### src/rtl/ecnw_pkg.sv
package ecnw_pkg;

  localparam int WIN_MAX_DEF  = 4096;
  localparam int PKT_MAX_DEF  = 24;
  localparam int PERIOD_DEF   = 30;
  localparam int DEC_NUM_DEF  = 4;
  localparam int DEC_DEN_DEF  = 5;

  // What happens to a destination limit on a clock edge
  typedef enum logic [1:0] {
    ACT_HOLD   = 2'd0,
    ACT_SHRINK = 2'd1,
    ACT_GROW   = 2'd2
  } win_act_e;

endpackage

### src/rtl/ecnw_slot.sv
module ecnw_slot
  import ecnw_pkg::*;
#(
  parameter int IDX     = 0,
  parameter int DEST_W  = 2,
  parameter int SIZE_W  = 5,
  parameter int LIM_W   = 13,
  parameter int WIN_MAX = WIN_MAX_DEF,
  parameter int FLOOR   = PKT_MAX_DEF,
  parameter int PERIOD  = PERIOD_DEF,
  parameter int DEC_NUM = DEC_NUM_DEF,
  parameter int DEC_DEN = DEC_DEN_DEF
) (
  input  logic              clk,
  input  logic              rst_n,
  input  logic              inj_fire,
  input  logic [DEST_W-1:0] inj_dest,
  input  logic [SIZE_W-1:0] inj_size,
  input  logic              ack_valid,
  input  logic [DEST_W-1:0] ack_dest,
  input  logic [SIZE_W-1:0] ack_size,
  input  logic              ack_pos,
  input  logic              ack_ecn,
  output logic [LIM_W-1:0]  limit,
  output logic [LIM_W-1:0]  occ
);

  localparam int CNT_W  = (PERIOD > 1) ? $clog2(PERIOD) : 1;
  localparam int PROD_W = LIM_W + $clog2(DEC_NUM + 1);

  logic [CNT_W-1:0]  tick_cnt;
  logic              inj_hit, ack_hit;
  logic [LIM_W:0]    occ_sum, occ_sub;
  logic [LIM_W-1:0]  occ_next;
  logic [PROD_W-1:0] prod, scaled;
  logic [LIM_W-1:0]  shrunk;
  logic              below_max, tick;
  win_act_e          act;

  assign inj_hit = inj_fire  && (inj_dest == DEST_W'(IDX));
  assign ack_hit = ack_valid && (ack_dest == DEST_W'(IDX));

  // Outstanding count: add on injection, subtract on positive ack, clamp at zero
  always_comb begin
    occ_sum  = {1'b0, occ} + (inj_hit ? (LIM_W+1)'(inj_size) : '0);
    occ_sub  = (ack_hit && ack_pos) ? (LIM_W+1)'(ack_size) : '0;
    occ_next = (occ_sum >= occ_sub) ? LIM_W'(occ_sum - occ_sub) : '0;
  end

  // Multiplicative decrease with a one-packet floor
  always_comb begin
    prod   = PROD_W'(limit) * PROD_W'(DEC_NUM);
    scaled = prod / PROD_W'(DEC_DEN);
    shrunk = (scaled < PROD_W'(FLOOR)) ? LIM_W'(FLOOR) : LIM_W'(scaled);
  end

  assign below_max = (limit < LIM_W'(WIN_MAX));
  assign tick      = below_max && (tick_cnt == CNT_W'(PERIOD - 1));

  always_comb begin
    if (ack_hit && ack_ecn) act = ACT_SHRINK;
    else if (tick)          act = ACT_GROW;
    else                    act = ACT_HOLD;
  end

  always_ff @(posedge clk) begin
    if (!rst_n) begin
      limit    <= LIM_W'(WIN_MAX);
      occ      <= '0;
      tick_cnt <= '0;
    end else begin
      occ <= occ_next;
      // timer phase runs freely while below the ceiling
      if (!below_max)  tick_cnt <= '0;
      else if (tick)   tick_cnt <= '0;
      else             tick_cnt <= tick_cnt + CNT_W'(1);
      case (act)
        ACT_SHRINK: limit <= shrunk;
        ACT_GROW:   limit <= limit + LIM_W'(1);
        default:    limit <= limit;
      endcase
    end
  end

endmodule

### src/rtl/ecnw_admit.sv
module ecnw_admit #(
  parameter int NUM_DEST = 4,
  parameter int DEST_W   = 2,
  parameter int SIZE_W   = 5,
  parameter int LIM_W    = 13
) (
  input  logic [NUM_DEST-1:0][LIM_W-1:0] lim_v,
  input  logic [NUM_DEST-1:0][LIM_W-1:0] occ_v,
  input  logic [DEST_W-1:0]              inj_dest,
  input  logic [SIZE_W-1:0]              inj_size,
  input  logic [DEST_W-1:0]              q_dest,
  output logic                           inj_ready,
  output logic [LIM_W-1:0]               q_limit,
  output logic [LIM_W-1:0]               q_occ
);

  logic [LIM_W-1:0] sel_lim, sel_occ;
  logic [LIM_W:0]   need;

  assign sel_lim   = lim_v[inj_dest];
  assign sel_occ   = occ_v[inj_dest];
  assign need      = {1'b0, sel_occ} + (LIM_W+1)'(inj_size);
  assign inj_ready = (need <= {1'b0, sel_lim});

  assign q_limit = lim_v[q_dest];
  assign q_occ   = occ_v[q_dest];

endmodule

### src/rtl/ecnw_marker.sv
module ecnw_marker #(
  parameter int BUF_CAP = 64,
  parameter int BUF_W   = 7
) (
  input  logic [BUF_W-1:0] buf_occ,
  input  logic             fwd_ecn_i,
  output logic             fwd_ecn_o,
  output logic             congested
);

  localparam int HALF = BUF_CAP / 2;

  assign congested = (buf_occ > BUF_W'(HALF));
  assign fwd_ecn_o = fwd_ecn_i | congested;

endmodule

### src/rtl/ecn_window_ctrl.sv
module ecn_window_ctrl
  import ecnw_pkg::*;
#(
  parameter int NUM_DEST = 4,
  parameter int WIN_MAX  = WIN_MAX_DEF,
  parameter int PKT_MAX  = PKT_MAX_DEF,
  parameter int PERIOD   = PERIOD_DEF,
  parameter int DEC_NUM  = DEC_NUM_DEF,
  parameter int DEC_DEN  = DEC_DEN_DEF,
  parameter int BUF_CAP  = 64,
  localparam int DEST_W  = (NUM_DEST > 1) ? $clog2(NUM_DEST) : 1,
  localparam int SIZE_W  = $clog2(PKT_MAX + 1),
  localparam int LIM_W   = $clog2(WIN_MAX + 1),
  localparam int BUF_W   = $clog2(BUF_CAP + 1)
) (
  input  logic              clk,
  input  logic              rst_n,
  input  logic              inj_valid,
  output logic              inj_ready,
  input  logic [DEST_W-1:0] inj_dest,
  input  logic [SIZE_W-1:0] inj_size,
  input  logic              ack_valid,
  input  logic [DEST_W-1:0] ack_dest,
  input  logic [SIZE_W-1:0] ack_size,
  input  logic              ack_pos,
  input  logic              ack_ecn,
  input  logic [DEST_W-1:0] q_dest,
  output logic [LIM_W-1:0]  q_limit,
  output logic [LIM_W-1:0]  q_occ,
  input  logic [BUF_W-1:0]  buf_occ,
  input  logic              fwd_ecn_i,
  output logic              fwd_ecn_o,
  output logic              congested
);

  logic [NUM_DEST-1:0][LIM_W-1:0] lim_v;
  logic [NUM_DEST-1:0][LIM_W-1:0] occ_v;
  logic                           inj_fire;

  assign inj_fire = inj_valid && inj_ready;

  for (genvar d = 0; d < NUM_DEST; d++) begin : g_slot
    ecnw_slot #(
      .IDX(d), .DEST_W(DEST_W), .SIZE_W(SIZE_W), .LIM_W(LIM_W),
      .WIN_MAX(WIN_MAX), .FLOOR(PKT_MAX), .PERIOD(PERIOD),
      .DEC_NUM(DEC_NUM), .DEC_DEN(DEC_DEN)
    ) u_slot (
      .clk(clk), .rst_n(rst_n),
      .inj_fire(inj_fire), .inj_dest(inj_dest), .inj_size(inj_size),
      .ack_valid(ack_valid), .ack_dest(ack_dest), .ack_size(ack_size),
      .ack_pos(ack_pos), .ack_ecn(ack_ecn),
      .limit(lim_v[d]), .occ(occ_v[d])
    );
  end

  ecnw_admit #(
    .NUM_DEST(NUM_DEST), .DEST_W(DEST_W), .SIZE_W(SIZE_W), .LIM_W(LIM_W)
  ) u_admit (
    .lim_v(lim_v), .occ_v(occ_v),
    .inj_dest(inj_dest), .inj_size(inj_size), .q_dest(q_dest),
    .inj_ready(inj_ready), .q_limit(q_limit), .q_occ(q_occ)
  );

  ecnw_marker #(.BUF_CAP(BUF_CAP), .BUF_W(BUF_W)) u_marker (
    .buf_occ(buf_occ), .fwd_ecn_i(fwd_ecn_i),
    .fwd_ecn_o(fwd_ecn_o), .congested(congested)
  );

endmodule

### config.mk
export PLATFORM = sky130hd
export DESIGN_NAME = ecn_window_ctrl
export DESIGN_NICKNAME = d
export VERILOG_FILES = /design/src/rtl/ecnw_pkg.sv /design/src/rtl/ecnw_slot.sv /design/src/rtl/ecnw_admit.sv /design/src/rtl/ecnw_marker.sv /design/src/rtl/ecn_window_ctrl.sv
export SDC_FILE = /design/constraint.sdc
export NUM_CORES = 1
export LEC_CHECK = 0
export ABC_AREA = 1
export BUFFER_PORTS_ARGS = -buffer_cell sky130_fd_sc_hd__clkbuf_2
export CAP_MARGIN = 20
export CORE_MARGIN = 4
export CORE_UTILIZATION = 39
export CTS_CLUSTER_SIZE = 16
export DETAILED_ROUTE_END_ITERATION = 16
export GPL_TIMING_DRIVEN = 1
export SLEW_MARGIN = 25
export SYNTH_ARGS = -nofsm -noshare
export SYNTH_HDL_FRONTEND = slang
export SYNTH_SLANG_ARGS = --single-unit
### constraint.sdc
create_clock -name clk -period 15.6 [get_ports clk]
set_clock_uncertainty 0.05 [all_clocks]
set_input_delay 3.9 -clock clk [delete_from_list [all_inputs] [get_ports clk]]
set_output_delay 3.9 -clock clk [all_outputs]
set_load 0.01 [all_outputs]
==> results.sh <==
export IMPL_dieArea_sq_mm=0.04258
export IMPL_fin_tns_setup_ps=0
export IMPL_critPathArrivalTime_ps=8520
export IMPL_crit_top_cell="nand2_1"
export IMPL_critical_path_class="input port to primary output"
export IMPL_maxUsedRoutingLayer="met5"
export IMPL_core_rowCount=72
export IMPL_worstSkewPairLatency_ps=430
export IMPL_fin_crit_sh_pct=79.94
export IMPL_fin_crit_ps=12470
export IMPL_clk_pin_slew_ps=50
export IMPL_routed_via_density=5.330
export IMPL_setup_violations=0
export IMPL_required_ps=11650
export IMPL_multi_input_area_sq_mm=0.01121
export IMPL_async_flop_share_pct=0
export IMPL_rsz0062_at_grt="false"
export IMPL_r2r_start="g_slot[0].u_slot.occ[0]$_SDFF_PN0_"
export IMPL_maxCapViolations=0
export IMPL_relSlewSlack_pct=32.41
export IMPL_wl_microns=45090
export IMPL_clockRootBuffer="clkbuf_16"
export IMPL_synthCells=2437
export IMPL_met3_length_microns=2655
export IMPL_num_antenna_cells=0
export IMPL_fin_ws_ps=3129
export IMPL_initial_core_util_pct=39.61
export IMPL_post_route_util_pct=42.79
export IMPL_pin_count=59
export IMPL_final_area_sq_mm=0.01658
export IMPL_die_w_microns=206.4
export IMPL_path_cells="clkbuf_2 > inv_1 > nand2_1 > clkinv_1 > a22oi_1 > nand2_1 > ha_1 > nand3_1 > nand2_1 > a21oi_1 > o21ai_0 > nand2_1 > nor2_1 > nand3_1 > xnor2_1 > inv_1 > ha_1 > nand2_1 > inv_1 > a221o_1 > o21ai_0 > a21boi_0 > clkbuf_2"
export IMPL_layout_commonest_cell="nand2_1"
export IMPL_drc=0
export IMPL_final_cell_mix="nand2_1 (504), inv_1 (273), nor2_1 (201), nand3_1 (178), a21oi_1 (166)"
export IMPL_start_kind="input port"
export IMPL_yosys_warnings=0
export IMPL_cts_setup_buffers=0
export IMPL_outcome="completed"
export IMPL_drive_above_1_share_pct=16.80
export IMPL_fin_nets=2588
export IMPL_avgSynthCellArea_sq_um=6.297
export IMPL_hold_violations=0
export IMPL_fmax_ghz=0.08018
export IMPL_worstHoldPathType="flop to flop"
export IMPL_cp_slowest_cell="nand2_1"
export IMPL_cts_buffers=17
export IMPL_grt_max_degree=72
export IMPL_max_stage_delay_ps=500
export IMPL_pre_cts_slack_ps=3176
export IMPL_drtPass1Iterations=5
export IMPL_grt_pass1_wl_microns=73670
export IMPL_placed_cell_area_sq_mm=0.01601
export IMPL_grt_overflow_total=0
export IMPL_seq_area_frac_synth_pct=16.18
export IMPL_cts_buffer_depth=2
export IMPL_nFillCells=4143
export IMPL_ys_seq_elements=124
export IMPL_synth_edf_count=0
export IMPL_clock_sinks=124
export IMPL_vias=15925
export IMPL_tightestPinTransition_ps=1013
export IMPL_slew_violations=0
export IMPL_grt_pass1_vias=15043
export IMPL_cts_resized=0
export IMPL_wl_met1_microns=20810
export IMPL_drtIter0Drc=1087
export IMPL_wl_per_cell_microns=15.09
export IMPL_dieHeight_microns=206.4
export IMPL_synth_area_sq_mm=0.01534
export IMPL_hold_buffers=0
export IMPL_dp_final_hpwl_microns=36140
export IMPL_crit_path_end_kind="primary output"
export IMPL_drtAntennaViolNets=0
export IMPL_ys_types=68
export IMPL_ys_flop_type="dfxtp_1"
export IMPL_hold_start="g_slot[3].u_slot.tick_cnt[0]$_SDFF_PP0_"
export IMPL_setup_worst_path_start="inj_dest[0]"
export IMPL_antenna_found_initial=2
export IMPL_fp_coreArea_sq_mm=0.03874
export IMPL_syn2layout_area_growth_pct=8.023
export IMPL_syn_nets=2566
export IMPL_regArea_sq_mm=0.002482
export IMPL_htreeDepth=4
export IMPL_grt_usage_pct=21.04
export IMPL_portBuffers=58
export IMPL_cts_tree="done"
export IMPL_finalWeightedCongestion=0.9164
export IMPL_wl_met2_microns=20140
export IMPL_critPathMaxFanout=19
[registers in the layout, summed over array words and instances, names as in the netlist]
register                cells
g_slot.u_slot.tick_cnt     20
g_slot.u_slot.limit        52
g_slot.u_slot.occ          52
[worst max-delay path, delay by kind of cell]
family	cells	cell delay, ps
simple gates	8	1360
xor+xnor	1	160
fa+ha+maj	2	580
compound gates	6	1570
buf+inv	6	940
[cells in the mapped netlist, types with 6 or more instances]
cell / n / share of area [%]
a22oi_1: 20 / 0.98
nand2_4: 37 / 2.7
dfxtp_1: 124 / 16
a221oi_1: 25 / 1.4
nor3_1: 33 / 1.1
nor4_1: 16 / 0.65
o21ai_1: 9 / 0.29
o22ai_1: 25 / 1.0
nand3_4: 9 / 1.0
o21ai_2: 6 / 0.34
inv_2: 64 / 1.6
inv_1: 273 / 6.7
nor2_2: 8 / 0.33
nand2_1: 504 / 12
o21ai_0: 125 / 4.1
or2_2: 13 / 0.53
nand3_1: 178 / 5.8
fa_1: 9 / 1.2
nand2_2: 120 / 4.9
nand3b_1: 11 / 0.54
o211ai_1: 10 / 0.49
clkinv_1: 13 / 0.32
a21oi_2: 8 / 0.46
nor2_1: 202 / 4.9
a31oi_1: 22 / 0.90
o221ai_1: 13 / 0.74
xnor2_1: 22 / 1.3
nand3_2: 32 / 2.1
a21oi_1: 166 / 5.4
xor2_1: 77 / 4.4
ha_1: 90 / 7.3
nand4_1: 52 / 2.1
clkbuf_1: 45 / 1.1
[stage by stage]
step / hold slack (ps) / cells
final: 418.0 / 2988
after global routing: 450.1 / 2988
after CTS: 422.9 / 2988
after detailed placement: 409.8 / 2958
after global placement: 397.4 / 2958
after floorplan: 383.7 / 2437
[per-layer routing]
| metal | vias to the layer above | global-route usage (%) |
|---|---|---|
| li1 | 8169 | - |
| met4 | 4 | 7.486 |
| met2 | 444 | 34.86 |
| met3 | 82 | 3.311 |
| met1 | 7226 | 27.76 |
| met5 | - | 0 |
[final timing paths]
path,depth (start not counted),slack (ps),to
max,23,3130,inj_ready
min,1,420,g_slot[3].u_slot.tick_cnt[0]$_SDFF_PP0_
max reg2reg,39,7510,g_slot[0].u_slot.occ[5]$_SDFF_PN0_
min reg2reg,1,420,g_slot[3].u_slot.tick_cnt[0]$_SDFF_PP0_
[final cells by class]
cell class                 count  share of cell area (%)
clock buffer                  22                   2.861
clock inverter                 8                  0.5586
inverter                     355                   8.114
multi-input combinational   1899                   67.65
sequential                   124                   14.98
tap                          518                   3.910
timing repair buffer          62                   1.932
[logic make-up after synthesis]
kind of cell / Yosys count / synth area share (%)
adder cells (fa/ha/maj): 99 / 8.513
buffers and inverters: 414 / 10.80
flip-flops: 124 / 16.18
multiplexers: 1 / 0.08967
XOR/XNOR: 100 / 5.797
AND/OR/NAND/NOR: 1232 / 40.14
AO/OA/AOI/OAI: 467 / 18.48
Power is not shown: default switching activity piles up to over one toggle a cycle in this logic, so the estimate is an artifact.
